**src/rtl/satreg_pkg.sv**
```systemverilog
package satreg_pkg;

  localparam int unsigned SAMPLE_W = 32;

  typedef logic signed [SAMPLE_W-1:0] sample_t;

  typedef enum logic {
    NUM_SIGNED   = 1'b0,
    NUM_UNSIGNED = 1'b1
  } num_kind_e;

  // upper and lower clamp bounds as 64-bit integers
  function automatic longint bound_hi(input bit lim_en, input num_kind_e kind, input int bits);
    if (!lim_en)                 return 64'sd2147483647;
    else if (kind == NUM_SIGNED) return (64'sd1 <<< (bits - 1)) - 64'sd1;
    else                         return (64'sd1 <<< bits) - 64'sd1;
  endfunction

  function automatic longint bound_lo(input bit lim_en, input num_kind_e kind, input int bits);
    if (!lim_en)                 return -64'sd2147483648;
    else if (kind == NUM_SIGNED) return -(64'sd1 <<< (bits - 1));
    else                         return 64'sd0;
  endfunction

  function automatic sample_t sat_value(input sample_t v, input bit lim_en,
                                        input num_kind_e kind, input int bits);
    longint wide;
    longint hi;
    longint lo;
    wide = longint'(v);
    hi   = bound_hi(lim_en, kind, bits);
    lo   = bound_lo(lim_en, kind, bits);
    if (wide > hi)      return sample_t'(hi);
    else if (wide < lo) return sample_t'(lo);
    else                return v;
  endfunction

endpackage

```
**src/rtl/satreg_delay_line.sv**
```systemverilog
module satreg_delay_line #(
  parameter int unsigned STAGES    = 1,
  parameter bit          FALL_EDGE = 1'b0,
  parameter int          INIT      = 0
) (
  input  logic                       clk,
  input  logic                       rst,
  input  satreg_pkg::sample_t        d,
  output satreg_pkg::sample_t        q
);
  import satreg_pkg::*;

  localparam sample_t INIT_V = sample_t'(INIT);

  sample_t stg [STAGES];

  if (FALL_EDGE) begin : g_fall
    always_ff @(negedge clk) begin
      if (rst) begin
        for (int k = 0; k < int'(STAGES); k++) stg[k] <= INIT_V;
      end else begin
        stg[0] <= d;
        for (int k = 1; k < int'(STAGES); k++) stg[k] <= stg[k-1];
      end
    end
  end else begin : g_rise
    always_ff @(posedge clk) begin
      if (rst) begin
        for (int k = 0; k < int'(STAGES); k++) stg[k] <= INIT_V;
      end else begin
        stg[0] <= d;
        for (int k = 1; k < int'(STAGES); k++) stg[k] <= stg[k-1];
      end
    end
  end

  assign q = stg[STAGES-1];

  // checker clock: positive on the capture edge
  logic chk_clk;
  assign chk_clk = clk ^ FALL_EDGE;

  // the head stage takes the input of the previous capture edge
  assert_head_capture_R3: assert property (@(posedge chk_clk) disable iff (rst)
    !rst |=> stg[0] == $past(d));

  // every later stage takes its predecessor's previous value
  for (genvar k = 1; k < int'(STAGES); k++) begin : g_shift_chk
    assert_stage_shift_R3: assert property (@(posedge chk_clk) disable iff (rst)
      !rst |=> stg[k] == $past(stg[k-1]));
  end

endmodule

```
**src/rtl/satreg_clamp.sv**
```systemverilog
module satreg_clamp #(
  parameter bit                    LIMIT_EN = 1'b0,
  parameter satreg_pkg::num_kind_e NUM_KIND = satreg_pkg::NUM_SIGNED,
  parameter int                    BITS     = 16
) (
  input  satreg_pkg::sample_t a,
  output satreg_pkg::sample_t y
);
  import satreg_pkg::*;

  localparam longint HI = bound_hi(LIMIT_EN, NUM_KIND, BITS);
  localparam longint LO = bound_lo(LIMIT_EN, NUM_KIND, BITS);

  if (!LIMIT_EN) begin : g_pass
    assign y = a;
  end else begin : g_limit
    longint a_w;
    logic   over;
    logic   under;
    always_comb begin
      a_w   = longint'(a);
      over  = a_w > HI;
      under = a_w < LO;
      if (over)       y = sample_t'(HI);
      else if (under) y = sample_t'(LO);
      else            y = a;
    end
  end

endmodule

```
**src/rtl/satreg_top.sv**
```systemverilog
module satreg_top #(
  parameter int unsigned           DEPTH     = 2,
  parameter bit                    FALL_EDGE = 1'b0,
  parameter bit                    LIMIT_EN  = 1'b0,
  parameter satreg_pkg::num_kind_e NUM_KIND  = satreg_pkg::NUM_SIGNED,
  parameter int                    BITS      = 16,
  parameter int                    INIT      = 0
) (
  input  logic               clk,
  input  logic               rst,
  input  logic signed [31:0] din,
  output logic signed [31:0] dout
);
  import satreg_pkg::*;

  localparam int unsigned STAGES  = (DEPTH == 0) ? 1 : DEPTH;
  localparam longint      HI      = bound_hi(LIMIT_EN, NUM_KIND, BITS);
  localparam longint      LO      = bound_lo(LIMIT_EN, NUM_KIND, BITS);
  localparam sample_t     INIT_CL = sat_value(sample_t'(INIT), LIMIT_EN, NUM_KIND, BITS);

  sample_t tail;

  satreg_delay_line #(
    .STAGES    (STAGES),
    .FALL_EDGE (FALL_EDGE),
    .INIT      (INIT)
  ) u_line (
    .clk (clk),
    .rst (rst),
    .d   (din),
    .q   (tail)
  );

  satreg_clamp #(
    .LIMIT_EN (LIMIT_EN),
    .NUM_KIND (NUM_KIND),
    .BITS     (BITS)
  ) u_clamp (
    .a (tail),
    .y (dout)
  );

  // checkers, clocked on the capture edge
  logic chk_clk;
  assign chk_clk = clk ^ FALL_EDGE;

  logic rst_q = 1'b0;
  always @(posedge chk_clk) begin
    if (rst_q) begin
      assert_reset_load_R6: assert (dout == INIT_CL);
    end
    rst_q <= rst;
  end

  if (!LIMIT_EN) begin : g_chk_pass
    assert_passthru_R1: assert property (@(posedge chk_clk) disable iff (rst)
      dout == tail);
  end else begin : g_chk_lim
    assert_in_range_R7: assert property (@(posedge chk_clk) disable iff (rst)
      (longint'(tail) <= HI && longint'(tail) >= LO) |-> dout == tail);
    if (NUM_KIND == NUM_SIGNED) begin : g_s
      assert_signed_bounds_R4: assert property (@(posedge chk_clk) disable iff (rst)
        longint'(dout) <= HI && longint'(dout) >= LO);
    end else begin : g_u
      assert_unsigned_bounds_R5: assert property (@(posedge chk_clk) disable iff (rst)
        !dout[31] && longint'(dout) <= HI);
    end
  end

endmodule

```
**config.mk**
```make
export PLATFORM = sky130hd
export DESIGN_NAME = satreg_top
export DESIGN_NICKNAME = d
export VERILOG_FILES = /design/src/rtl/satreg_pkg.sv /design/src/rtl/satreg_delay_line.sv /design/src/rtl/satreg_clamp.sv /design/src/rtl/satreg_top.sv
export SDC_FILE = /design/constraint.sdc
export NUM_CORES = 1
export LEC_CHECK = 0
export BUFFER_PORTS_ARGS = -buffer_cell sky130_fd_sc_hd__buf_4
export CORE_MARGIN = 2
export CORE_UTILIZATION = 25
export DETAILED_ROUTE_END_ITERATION = 8
export GPL_ROUTABILITY_DRIVEN = 1
export PLACE_DENSITY = 0.49
export SYNTH_ARGS = -nofsm -noshare
export SYNTH_HDL_FRONTEND = slang
export SYNTH_HIERARCHICAL = 1
export SYNTH_SLANG_ARGS = --single-unit
```
**constraint.sdc**
```tcl
create_clock -name clk -period 0.8 [get_ports clk]
set_clock_uncertainty 0.05 [all_clocks]
set_input_delay 0.12 -clock clk [delete_from_list [all_inputs] [get_ports clk]]
set_output_delay 0.12 -clock clk [all_outputs]
set_load 0.1 [all_outputs]
```
== After elaboration in Yosys (flattened, before gate mapping) ==
Memories as Yosys holds them, arrays and structs flattened.
Index checks and enable logic that the tools add are counted.
W data, S select, Z words.

* Add/subtract/negate cells: 0
* Multipliers: 0
* Divide/modulo/power cells: 0
* Magnitude comparators: 0
* Equality and inequality tests: 0
* Shift-type cells: 0
* Muxes and demuxes: 5
* Bitwise operators: 2
* Reductions and logical operators: 0

{| class="wikitable"
|+ Operators by type and width
! operator !! number
|-
| $mux W32 || 2
|-
| $mux W1 || 3
|-
| $or A1 B1 Y1 || 2
|}

* Register bits: 0
* Latch bits: 0
* RAM bits: 64
* Bits in read-only memories: 0
* Input port bits: 34
* Output and inout port bits: 32
* Logic and storage cells: 8
* Memories: 1

{| class="wikitable"
|+ Memory list
! memory !! words !! bits a word !! rd ports !! clocked after Yosys merged registers in !! wr ports !! RTL line !! source
|-
| u_line.stg || 2 || 32 || 2 || 0 || 2 || satreg_delay_line.sv:15 || <nowiki>sample_t stg [STAGES];</nowiki>
|}

== Longest topological paths before layout ==
Gate-level depths: netlist (run 1).

* Depth in word-level cells: 3
* Gate-level depth with buffers: 3
* Depth with buffers taken out: 1

== Hierarchy ==
The synthesis (run 1) kept the hierarchy.

{| class="wikitable"
|+ Modules (own cells, without submodules)
! module !! instances !! cells each !! area an instance (um^2)
|-
| satreg_delay_line || 1 || 167 || 2,158.3
|-
| satreg_clamp || 1 || 32 || 240.2
|}

== Worst setup path before layout (run 1) ==
No wires, ideal clock.

* Path kind: register to output
* From: memory u_line/stg[0][32] in the netlist's numbering
* To: output dout[0]
* Arrival time: 0.641 ns
* Setup slack: -0.011 ns
* Cell stages (with the launch flop): 3
* Cell sequence: dfxtp_1 -> buf_4 -> buf_4

{| class="wikitable"
|+ RTL lines
! element !! RTL line !! source
|-
| start: declaration || satreg_delay_line.sv:15 ||
|-
| end: declaration || satreg_top.sv:12 || <nowiki>output logic signed [31:0] dout</nowiki>
|}

==> impl_results.md, run 1 <==
* Status: finished, violations left
* Failing checks: negative setup slack
* Sequential area share after synthesis at 0.534
* DIE WIDTH at ~100 um
* Layout Nets at about 280
* Max incr delay on CP at between 300 and 400 ps
* Avg Synthesized Cell Area at between 10 and 15 um^2
* Final core occ at 0.386
* Worst Tran Pin Value at between 150 and 200 ps
* Starting Density at 0.258
* Average wire per standard cell at roughly 9.6 um
* Crit path max-delay cell type: dfxtp_2
* Gate power share at 0.153
* First-pass DRT Iterations at 2
* WP data arrival at between 800 and 900 ps
* Area contributors post-synth: dfxtp_1 53%, nor2b_2 22%, buf_4 20%
* Cell internal pwr at 6180 uW
* Unrepaired setup endpoints after global routing: yes
* Clock slew at reported path FFs at about 70 ps
* Worst Path Class, Setup: reg2out
* Max reg flops at 64
* Finished Layout Cells at roughly 380
* Area added between synthesis and finish at 49.4%
* GP Congestion at 0.634
* I/O Buffers at 65
* Crit. End Element: output pin
* Power share of the clock group at 0.427
* Max Cap Viol at 0
* Total Neg Setup Slack at -6830 ps
* Setup WS pre-CTS at -17.6 ps
* DPL Wire Length at about 2200 um
* Hold Violations, Final at 0
* Startpoint types: flip-flop
* Overflow left after global routing at 0
* Placed Cells at 330
* Total CTS buffers at 9
* WHS Path Cells at 2
* Final period util at 1.28
* # DRC at 0
* Post-synthesis cell count at between 150 and 200
* Total power at just over 8000 uW
* Register bit total from synthesis at 64
* Iter 0 DRT Violations at 5
* CTS tree: built
* Most flop-heavy register: u_line/stg
* Leakage at 0.00146 uW
* Net Count, Synth at ~230
* CTS sink cnt at 64
* Die height at between 100 and 150 um
* H-tree levels at 3
* P_sw at about 1900 uW
* # diodes at 0
* Yosys top cell by area: dfxtp_1
* Share of cells above drive strength 1 at 0.727
* Via density at about 3.3
* Synth warnings at 6
* Largest net degree at the start of global routing at 23
* Post-layout minimum cycle time at about 1000 ps
* Critical Path Stages at 1
* Largest regs: u_line/stg: 64 flops
* Worst Hold Class: in2reg
* Netlist cell types at 6
* Final setup viols at 32
* Final ANT Viol Nets at 0
* R2R Path Start: u_line/stg[0][8]$_SDFF_PP0_
* Final Slew Violations at 0
* Core ar. at between 9000 and 10000 um^2
* Max-slew headroom at 0.889
* Ports at between 60 and 70
* Flop pwr share at 0.420
* Critical-path cell list: buf_12
* Worst-Skew Late Latency at 330 ps
* Worst-case reg-to-reg path depth at 1
* Worst path bufs/invs at 1
* Fmax at just under 1000 MHz
* GR Util All Layers at 0.0824
* Filler cells at between 900 and 1000
* Sw Ratio at 0.239
* Clk root buf: clkbuf_8
* Row cnt at 35
* Initial antenna violation count at 0
* WP data required at roughly 630 ps
* Post-synth top area share at 0.534
* Full die area at between 10000 and 15000 um^2
* Vias in the first global route at about 1300
* CTS max path bufs at 2
* R2r setup slk at roughly 210 ps
* Crit. Startpoint: u_line/stg[0][49]$_SDFF_PP0_
* Max rail drop VDD at 780 uV
* HP Start: rst
* P per Cell Area at between 2000 and 2500 nW/um^2
* First-pass GRT wire length at 6180 um
* Max Fanout on Critical Path at 1
* Via count at between 1000 and 1500
* Worst path top cell family by delay: flip-flops
* Final worst slack at -223 ps
* Post-Synthesis Cell Area at around 2400 um^2
* Routed WL at 3640 um
==> cells in the mapped netlist (all sizes together) <==
cell type	number
buf	71
dfxtp	64
nor2b	64
==> what timing repair did <==
item                                    in CTS  in global routing
hold buffers                                33                  0
setup buffers                                0                  0
endpoints found under the hold margin       33                  0
resized for setup                          129                  0
endpoints found under the setup margin      32                 33
==> logic make-up (layout without fill, tap and decap cells) <==
kind of cell / count (synthesis) / after routing / share of synthesized area
buffers and inverters: 71 / 121 / 0.236
AND/OR/NAND/NOR: 64 / 64 / 0.230
flip-flops: 64 / 64 / 0.534
==> cells in the final DEF, fill, tap and decap left out, drive strengths merged <==
cell	n
buf	73
nor2b	64
dfxtp	64
dlygate4sd3	32
clkbuf	11
bufinv	3
clkinvlp	1
clkinv	1
==> worst paths after layout <==
kind | endpoint
setup / recovery | dout[17]
hold / removal | u_line/stg[0][62]$_SDFF_PP0_
setup reg to reg | u_line/stg[0][40]$_SDFF_PP0_
hold reg to reg | u_line/stg[0][62]$_SDFF_PP0_
==> final cells by class <==
class / instances / area, um^2 / area share
multi-input combinational: 64 / 551 / 0.154
clock buffer: 11 / 151 / 0.0422
timing repair buffer: 105 / 1290 / 0.361
clock inverter: 5 / 103 / 0.0286
tap: 129 / 161 / 0.0450
sequential: 64 / 1320 / 0.369
==> routing by layer <==
| layer | up-vias | wire length [um] | GRT usage |
|---|---|---|---|
| li1 | 622 | - | - |
| met1 | 556 | 1570 | 0.0953 |
| met2 | 46 | 1720 | 0.119 |
| met3 | 9 | 252 | 0.0397 |
| met4 | 0 | 98 | 0.0585 |
| met5 | - | 0 | 0 |
==> metrics by stage <==
| step | cell area (um^2) | hold slack (ps) |
|---|---|---|
| floorplan | 2520 | 198 |
| global placement | 2570 | 281 |
| detailed placement | 2570 | 285 |
| CTS | 3590 | 25.7 |
| global route | 3580 | 32.8 |
| finish | 3580 | 17.7 |
==> power by group through the flow <==
stage                     Clock [uW]  Combinational (uW)  Sequential [uW]
after floorplan                    0                 939             3430
after global placement             0                 958             3440
after detailed placement           0                 960             3440
after CTS                       3630                1250             3420
after global routing            3770                1300             3430
final                           3470                1240             3410
Power figures use the tool's default switching activity.
==> run 2, diff against run 1 <==
--- a/config.mk
+++ b/config.mk
@@ -6,11 +6,13 @@
 export NUM_CORES = 1
 export LEC_CHECK = 0
 export BUFFER_PORTS_ARGS = -buffer_cell sky130_fd_sc_hd__buf_4
+export CELL_PAD_IN_SITES_DETAIL_PLACEMENT = 1
+export CELL_PAD_IN_SITES_GLOBAL_PLACEMENT = 2
 export CORE_MARGIN = 2
 export CORE_UTILIZATION = 25
 export DETAILED_ROUTE_END_ITERATION = 8
 export GPL_ROUTABILITY_DRIVEN = 1
-export PLACE_DENSITY = 0.49
+export PLACE_DENSITY = 0.67
 export SYNTH_ARGS = -nofsm -noshare
 export SYNTH_HDL_FRONTEND = slang
 export SYNTH_HIERARCHICAL = 1
==> impl_results.md, run 2 (synthesized netlist as in run 1, its figures left out) <==
* Max Cap Viol at 0 (unchanged)
* Max-slew headroom at 0.885 (-0.00403)
* Max rail drop VDD at 716 uV (-8.2%)
* Worst path bufs/invs at 1 (unchanged)
* Row cnt at 35 (unchanged)
* Via count at 1244 (+0.89%)
* Clock slew at reported path FFs at 70 ps (about the same)
* Via density at 3.34 (+2.2%)
* Worst Hold Class: in2reg
* CTS max path bufs at 2 (unchanged)
* R2R Path Start: u_line/stg[0][8]$_SDFF_PP0_
* Unrepaired setup endpoints after global routing: yes
* WP data required at 630 ps (about the same)
* Grt met1 use at 0.0844 (-0.0110)
* Worst path top cell family by delay: flip-flops
* Starting Density at 0.258 (unchanged)
* WP data arrival at 850 ps (about the same)
* I/O Buffers at 65 (unchanged)
* Core ar. at 9280 um^2 (unchanged)
* Clk root buf: clkbuf_8
* First-pass GRT wire length at 6190 um (+0.11%)
* Fmax at 976 MHz (about the same)
* Total power at 7470 uW (-8.0%)
* Most frequent cells in the layout: 60 x nor2b_2, 35 x buf_12, 33 x buf_4
* Hold EP: u_line/stg[0][38]$_SDFF_PP0_
* Overflow left after global routing at 0 (unchanged)
* GR Util All Layers at 0.0821 (-0.000297)
* Area added between synthesis and finish at 46.3%
* Initial antenna violation count at 0 (unchanged)
* Worst-Skew Late Latency at 320 ps (about the same)
* # DRC at 0 (unchanged)
* Sw Ratio at 0.259 (+0.0200)
* Iter 0 DRT Violations at 2 (-3)
* HP Start: rst
* Final instance area at 3510 um^2 (-2.1%)
* P_sw at 1940 uW (-0.29%)
* GP Congestion at 0.616 (-2.8%)
* H-tree levels at 3 (unchanged)
* CTS sink cnt at 64 (unchanged)
* Hold Violations, Final at 0 (unchanged)
* Vias in the first global route at 1353 (+5.0%)
* Layout Nets at 273 (-1.8%)
* Most flop-heavy register: u_line/stg
* Final worst slack at -224 ps (-0.940 ps)
* DPL Wire Length at 2220 um (+1.0%)
* Largest net degree at the start of global routing at 26 (+13%)
* Most Crowded Layer GR: met2
* Cell internal pwr at 5530 uW (-10%)
* Post-CTS Setup Inserts at 0 (unchanged)
* Die height at 102 um (unchanged)
* First-pass DRT Iterations at 4 (+2)
* Final Slew Violations at 0 (unchanged)
* Largest regs: u_line/stg: 64 flops
* GR Util met3 at 0.0349 (-0.00479)
* Worst-case reg-to-reg path depth at 1 (unchanged)
* # diodes at 0 (unchanged)
* WHS Path Cells at 3 (+1)
* RR Endpoint: u_line/stg[0][40]$_SDFF_PP0_
* Met2 GRT Util at 0.136 (+0.0172)
* Gate power share at 0.165 (+0.012)
* Max reg flops at 64 (unchanged)
* Worst Path Class, Setup: reg2out
* Average wire per standard cell at 10.4 um (+7.8%)
* Final ANT Viol Nets at 0 (unchanged)
* Crit path max-delay cell type: dfxtp_2
* Placement Cell Area at 2540 um^2 (-0.97%)
* Startpoint types: flip-flop
* Crit. End Element: output pin
* Worst Tran Pin Value at 173 ps (+6.04 ps)
* Final setup viols at 32 (unchanged)
* Post-layout minimum cycle time at 1020 ps (+0.940 ps)
* Status: finished, violations left
* R2r setup slk at 200 ps (about the same)
* Share of cells above drive strength 1 at 0.721 (-0.00560)
* Max incr delay on CP at 350 ps (about the same)
* Total CTS buffers at 9 (unchanged)
* Critical-path cell list: buf_12
* Failing checks: negative setup slack
* Total Neg Setup Slack at -6770 ps (+66.2 ps)
* Setup WS pre-CTS at 17.7 ps (+35.3 ps)
* Final period util at 1.28 (about the same)
* Leakage at 0.00142 uW (-3.0%)
* Flop pwr share at 0.458 (+0.038)
* Ports at 66 (unchanged)
* Routed WL at 3870 um (+6.3%)
* Max Fanout on Critical Path at 1 (unchanged)
* Power share of the clock group at 0.378 (-0.049)
* DIE WIDTH at 102 um (unchanged)
* Full die area at 10400 um^2 (unchanged)
* Most common cell after layout, fill and taps aside: nor2b_2
* P per Cell Area at 2130 nW/um^2 (-6.0%)
* CTS tree: built
==> run 2: stage by stage <==
step | util | hold WS, ps | cells
after global placement | 0.274 | 280 | 325
after floorplan | - | 198 | 199
after global routing | 0.378 | 129 | 373
final | 0.378 | 139 | 373
after CTS | 0.378 | 120 | 373
after detailed placement | 0.274 | 284 | 325
==> run 2: how the worst max path moves through the flow <==
| stage | cells after the start | to | slack, ps | from |
|---|---|---|---|---|
| floorplan | 2 | dout[0] | 50 | u_line/stg[0][32]$_SDFF_PP0_ |
| global placement | 1 | dout[15] | 20 | u_line/stg[0][47]$_SDFF_PP0_ |
| detailed placement | 1 | dout[18] | 20 | u_line/stg[0][50]$_SDFF_PP0_ |
| CTS | 1 | dout[19] | -260 | u_line/stg[0][51]$_SDFF_PP0_ |
| global route | 1 | dout[14] | -270 | u_line/stg[0][46]$_SDFF_PP0_ |
| finish | 1 | dout[8] | -220 | u_line/stg[0][40]$_SDFF_PP0_ |
==> run 2: cell type report <==
class,instances,area [um^2]
clock inverters,5,55.1
repair buffers,100,1270
clock buffers,11,151
fillers,984,5780
multi-input cells,64,551
flip-flops and latches,64,1320
well taps,129,161
==> run 2: per-layer routing <==
layer	wire, um	vias to the layer above	part of all wire
met1	1570	588	0.41
li1	-	611	-
met2	2010	41	0.52
met5	0	-	0
met4	80	0	0.021
met3	215	4	0.056
==> run 2: what timing repair did <==
item,in CTS,in global routing
hold buffers,32,0
endpoints found under the hold margin,32,0
gates resized for setup,128,0
setup endpoints to repair,32,32
==> run 2: power by group through the flow <==
stage          Clock, uW  Sequential [uW]  Combinational, uW
6_report            2820             3420               1230
3_5_place_dp           0             3440                949
4_1_cts             2980             3420               1240
5_1_grt             3120             3430               1290
2_1_floorplan          0             3430                939
3_3_place_gp           0             3440                943
==> run 3, diff against run 2 <==
--- a/config.mk
+++ b/config.mk
@@ -8,7 +8,7 @@
 export BUFFER_PORTS_ARGS = -buffer_cell sky130_fd_sc_hd__buf_4
 export CELL_PAD_IN_SITES_DETAIL_PLACEMENT = 1
 export CELL_PAD_IN_SITES_GLOBAL_PLACEMENT = 2
-export CORE_MARGIN = 2
+export CORE_MARGIN = 4
 export CORE_UTILIZATION = 25
 export DETAILED_ROUTE_END_ITERATION = 8
 export GPL_ROUTABILITY_DRIVEN = 1
==> impl_results.md, run 3 (synthesized netlist as in run 1, its figures left out) <==
* Status: finished, violations left
* Failing checks: negative setup slack
* Max Cap Viol at 0 (unchanged)
* Critical-path cell list: buf_12
* Final worst slack at -231 ps (-7.24 ps)
* Area of the multi-input gates at 551 um^2 (unchanged)
* Largest regs: u_line/stg: 64 flops
* DPL Wire Length at 2490 um (+12%)
* Startpoint types: flip-flop
* Leakage at 0.00141 uW (-0.65%)
* Max reg flops at 64 (unchanged)
* Initial antenna violation count at 0 (unchanged)
* Hold EP: u_line/stg[0][42]$_SDFF_PP0_
* Hold Violations, Final at 0 (unchanged)
* Routed WL at 4200 um (+8.3%)
* CTS max path bufs at 2 (unchanged)
* Max-slew headroom at 0.877 (-0.00788)
* Fmax at 969 MHz (-0.70%)
* P per Cell Area at 2090 nW/um^2 (-1.6%)
* RR Endpoint: u_line/stg[0][54]$_SDFF_PP0_
* Starting Density at 0.258 (unchanged)
* # DRC at 0 (unchanged)
* Total power at 7310 uW (-2.1%)
* Worst Hold Class: in2reg
* Unrepaired setup endpoints after global routing: yes
* Clk root buf: clkbuf_8
* Total CTS buffers at 9 (unchanged)
* Worst-case reg-to-reg path depth at 1 (unchanged)
* GR Util All Layers at 0.0825 (+0.000349)
* Ports at 66 (unchanged)
* Setup WS pre-CTS at 29.8 ps (+12.1 ps)
* H-tree levels at 3 (unchanged)
* Worst-Skew Late Latency at 330 ps (about the same)
* Most common cell after layout, fill and taps aside: nor2b_2
* Share of cells above drive strength 1 at 0.717 (-0.00410)
* Worst Path Class, Setup: reg2out
* Sequential cell area at 1320 um^2 (unchanged)
* CTS tree: built
* Worst path top cell family by delay: flip-flops
* Post-layout minimum cycle time at 1030 ps (+7.24 ps)
* Worst Tran Pin Value at 185 ps (+11.8 ps)
* Iter 0 DRT Violations at 11 (+9)
* Average wire per standard cell at 11.2 um (+8.3%)
* HP Start: rst
* Final period util at 1.29 (+0.00905)
* Final setup viols at 32 (unchanged)
* Final ANT Viol Nets at 0 (unchanged)
* Area added between synthesis and finish at 45.5%
* Layout Nets at 273 (unchanged)
* Full die area at 11200 um^2 (+8.0%)
* Clock slew at reported path FFs at 70 ps (about the same)
* Max incr delay on CP at 360 ps (about the same)
* Crit. End Element: output pin
* Filler cells at 985 (+0.10%)
* Crit path max-delay cell type: dfxtp_2
* Largest net degree at the start of global routing at 29 (+12%)
* Worst path bufs/invs at 1 (unchanged)
* WP data arrival at 860 ps (about the same)
* First-pass GRT wire length at 6940 um (+12%)
* Overflow left after global routing at 0 (unchanged)
* WHS Path Cells at 3 (unchanged)
* Row cnt at 35 (unchanged)
* WP data required at 630 ps (about the same)
* # diodes at 0 (unchanged)
* Total Neg Setup Slack at -6760 ps (+5.67 ps)
* Hold WS at 143 ps (+3.37 ps)
* Max rail drop VDD at 695 uV (-2.9%)
* DIE WIDTH at 106 um (+3.9%)
* Via density at 3.35 (+0.48%)
* Most flop-heavy register: u_line/stg
* R2r setup slk at 200 ps (about the same)
* Die height at 106 um (+3.9%)
* Via count at 1250 (+0.48%)
* First-pass DRT Iterations at 3 (-1)
* Max Fanout on Critical Path at 1 (unchanged)
* Most frequent cells in the layout: 60 x nor2b_2, 35 x buf_12, 33 x buf_4
* R2R Path Start: u_line/stg[0][22]$_SDFF_PP0_
* Vias in the first global route at 1370 (+1.3%)
* GP Congestion at 0.631 (+2.5%)
* Final Slew Violations at 0 (unchanged)
* I/O Buffers at 65 (unchanged)
* CTS sink cnt at 64 (unchanged)
* Core ar. at 9280 um^2 (unchanged)
==> run 3: changes by cell type in the layout (fill, tap and decap cells not counted), sizes merged <==
cell,delta
clkbuf,-1
clkinv,+1
==> run 3: what timing repair did <==
action                                  CTS  global route
endpoints found under the setup margin   32            32
resized for setup                       128             0
setup buffers                             0             0
endpoints found under the hold margin    32             0
pin swaps                                 0             0
hold buffers                             32             0
==> run 3: tightest hold or removal path, stage by stage <==
cell and delay [ps]:
buf_4 140, buf_12 170, nor2b_2 50
==> run 3: final cells by class <==
class | instances | area share
repair buffers | 100 | 0.364
multi-input cells | 64 | 0.158
clock inverters | 6 | 0.0172
well taps | 129 | 0.0463
clock buffers | 10 | 0.0366
flip-flops and latches | 64 | 0.379
==> run 3: how the worst max path moves through the flow <==
stage | cells after the start | start | slack [ps] | to
final | 1 | u_line/stg[0][60]$_SDFF_PP0_ | -230 | dout[28]
after detailed placement | 1 | u_line/stg[0][46]$_SDFF_PP0_ | 30 | dout[14]
after floorplan | 2 | u_line/stg[0][32]$_SDFF_PP0_ | 50 | dout[0]
after global placement | 1 | u_line/stg[0][46]$_SDFF_PP0_ | 20 | dout[14]
after global routing | 1 | u_line/stg[0][58]$_SDFF_PP0_ | -280 | dout[26]
after CTS | 1 | u_line/stg[0][45]$_SDFF_PP0_ | -260 | dout[13]
==> run 3: power by group <==
part           leakage [uW]  total (uW)  switching [uW]  internal [uW]
Sequential         0.000542        3420            68.0           3350
Combinational      0.000777        1240             651            586
Clock             0.0000920        2660            1230           1420
Total               0.00141        7310            1950           5360
==> run 3: stage by stage <==
| stage | util | instance area (um^2) | instances |
|---|---|---|---|
| after floorplan | - | 2520 | 199 |
| after global placement | 0.274 | 2540 | 325 |
| after detailed placement | 0.274 | 2540 | 325 |
| after CTS | 0.376 | 3490 | 373 |
| after global routing | 0.376 | 3490 | 373 |
| final | 0.376 | 3490 | 373 |
==> run 3: routing by layer <==
layer,up-vias,wire [um],GRT usage
met1,589,1530,0.0878
li1,610,-,-
met4,0,120,0.0583
met2,41,2280,0.137
met3,10,258,0.0279
met5,-,0,0
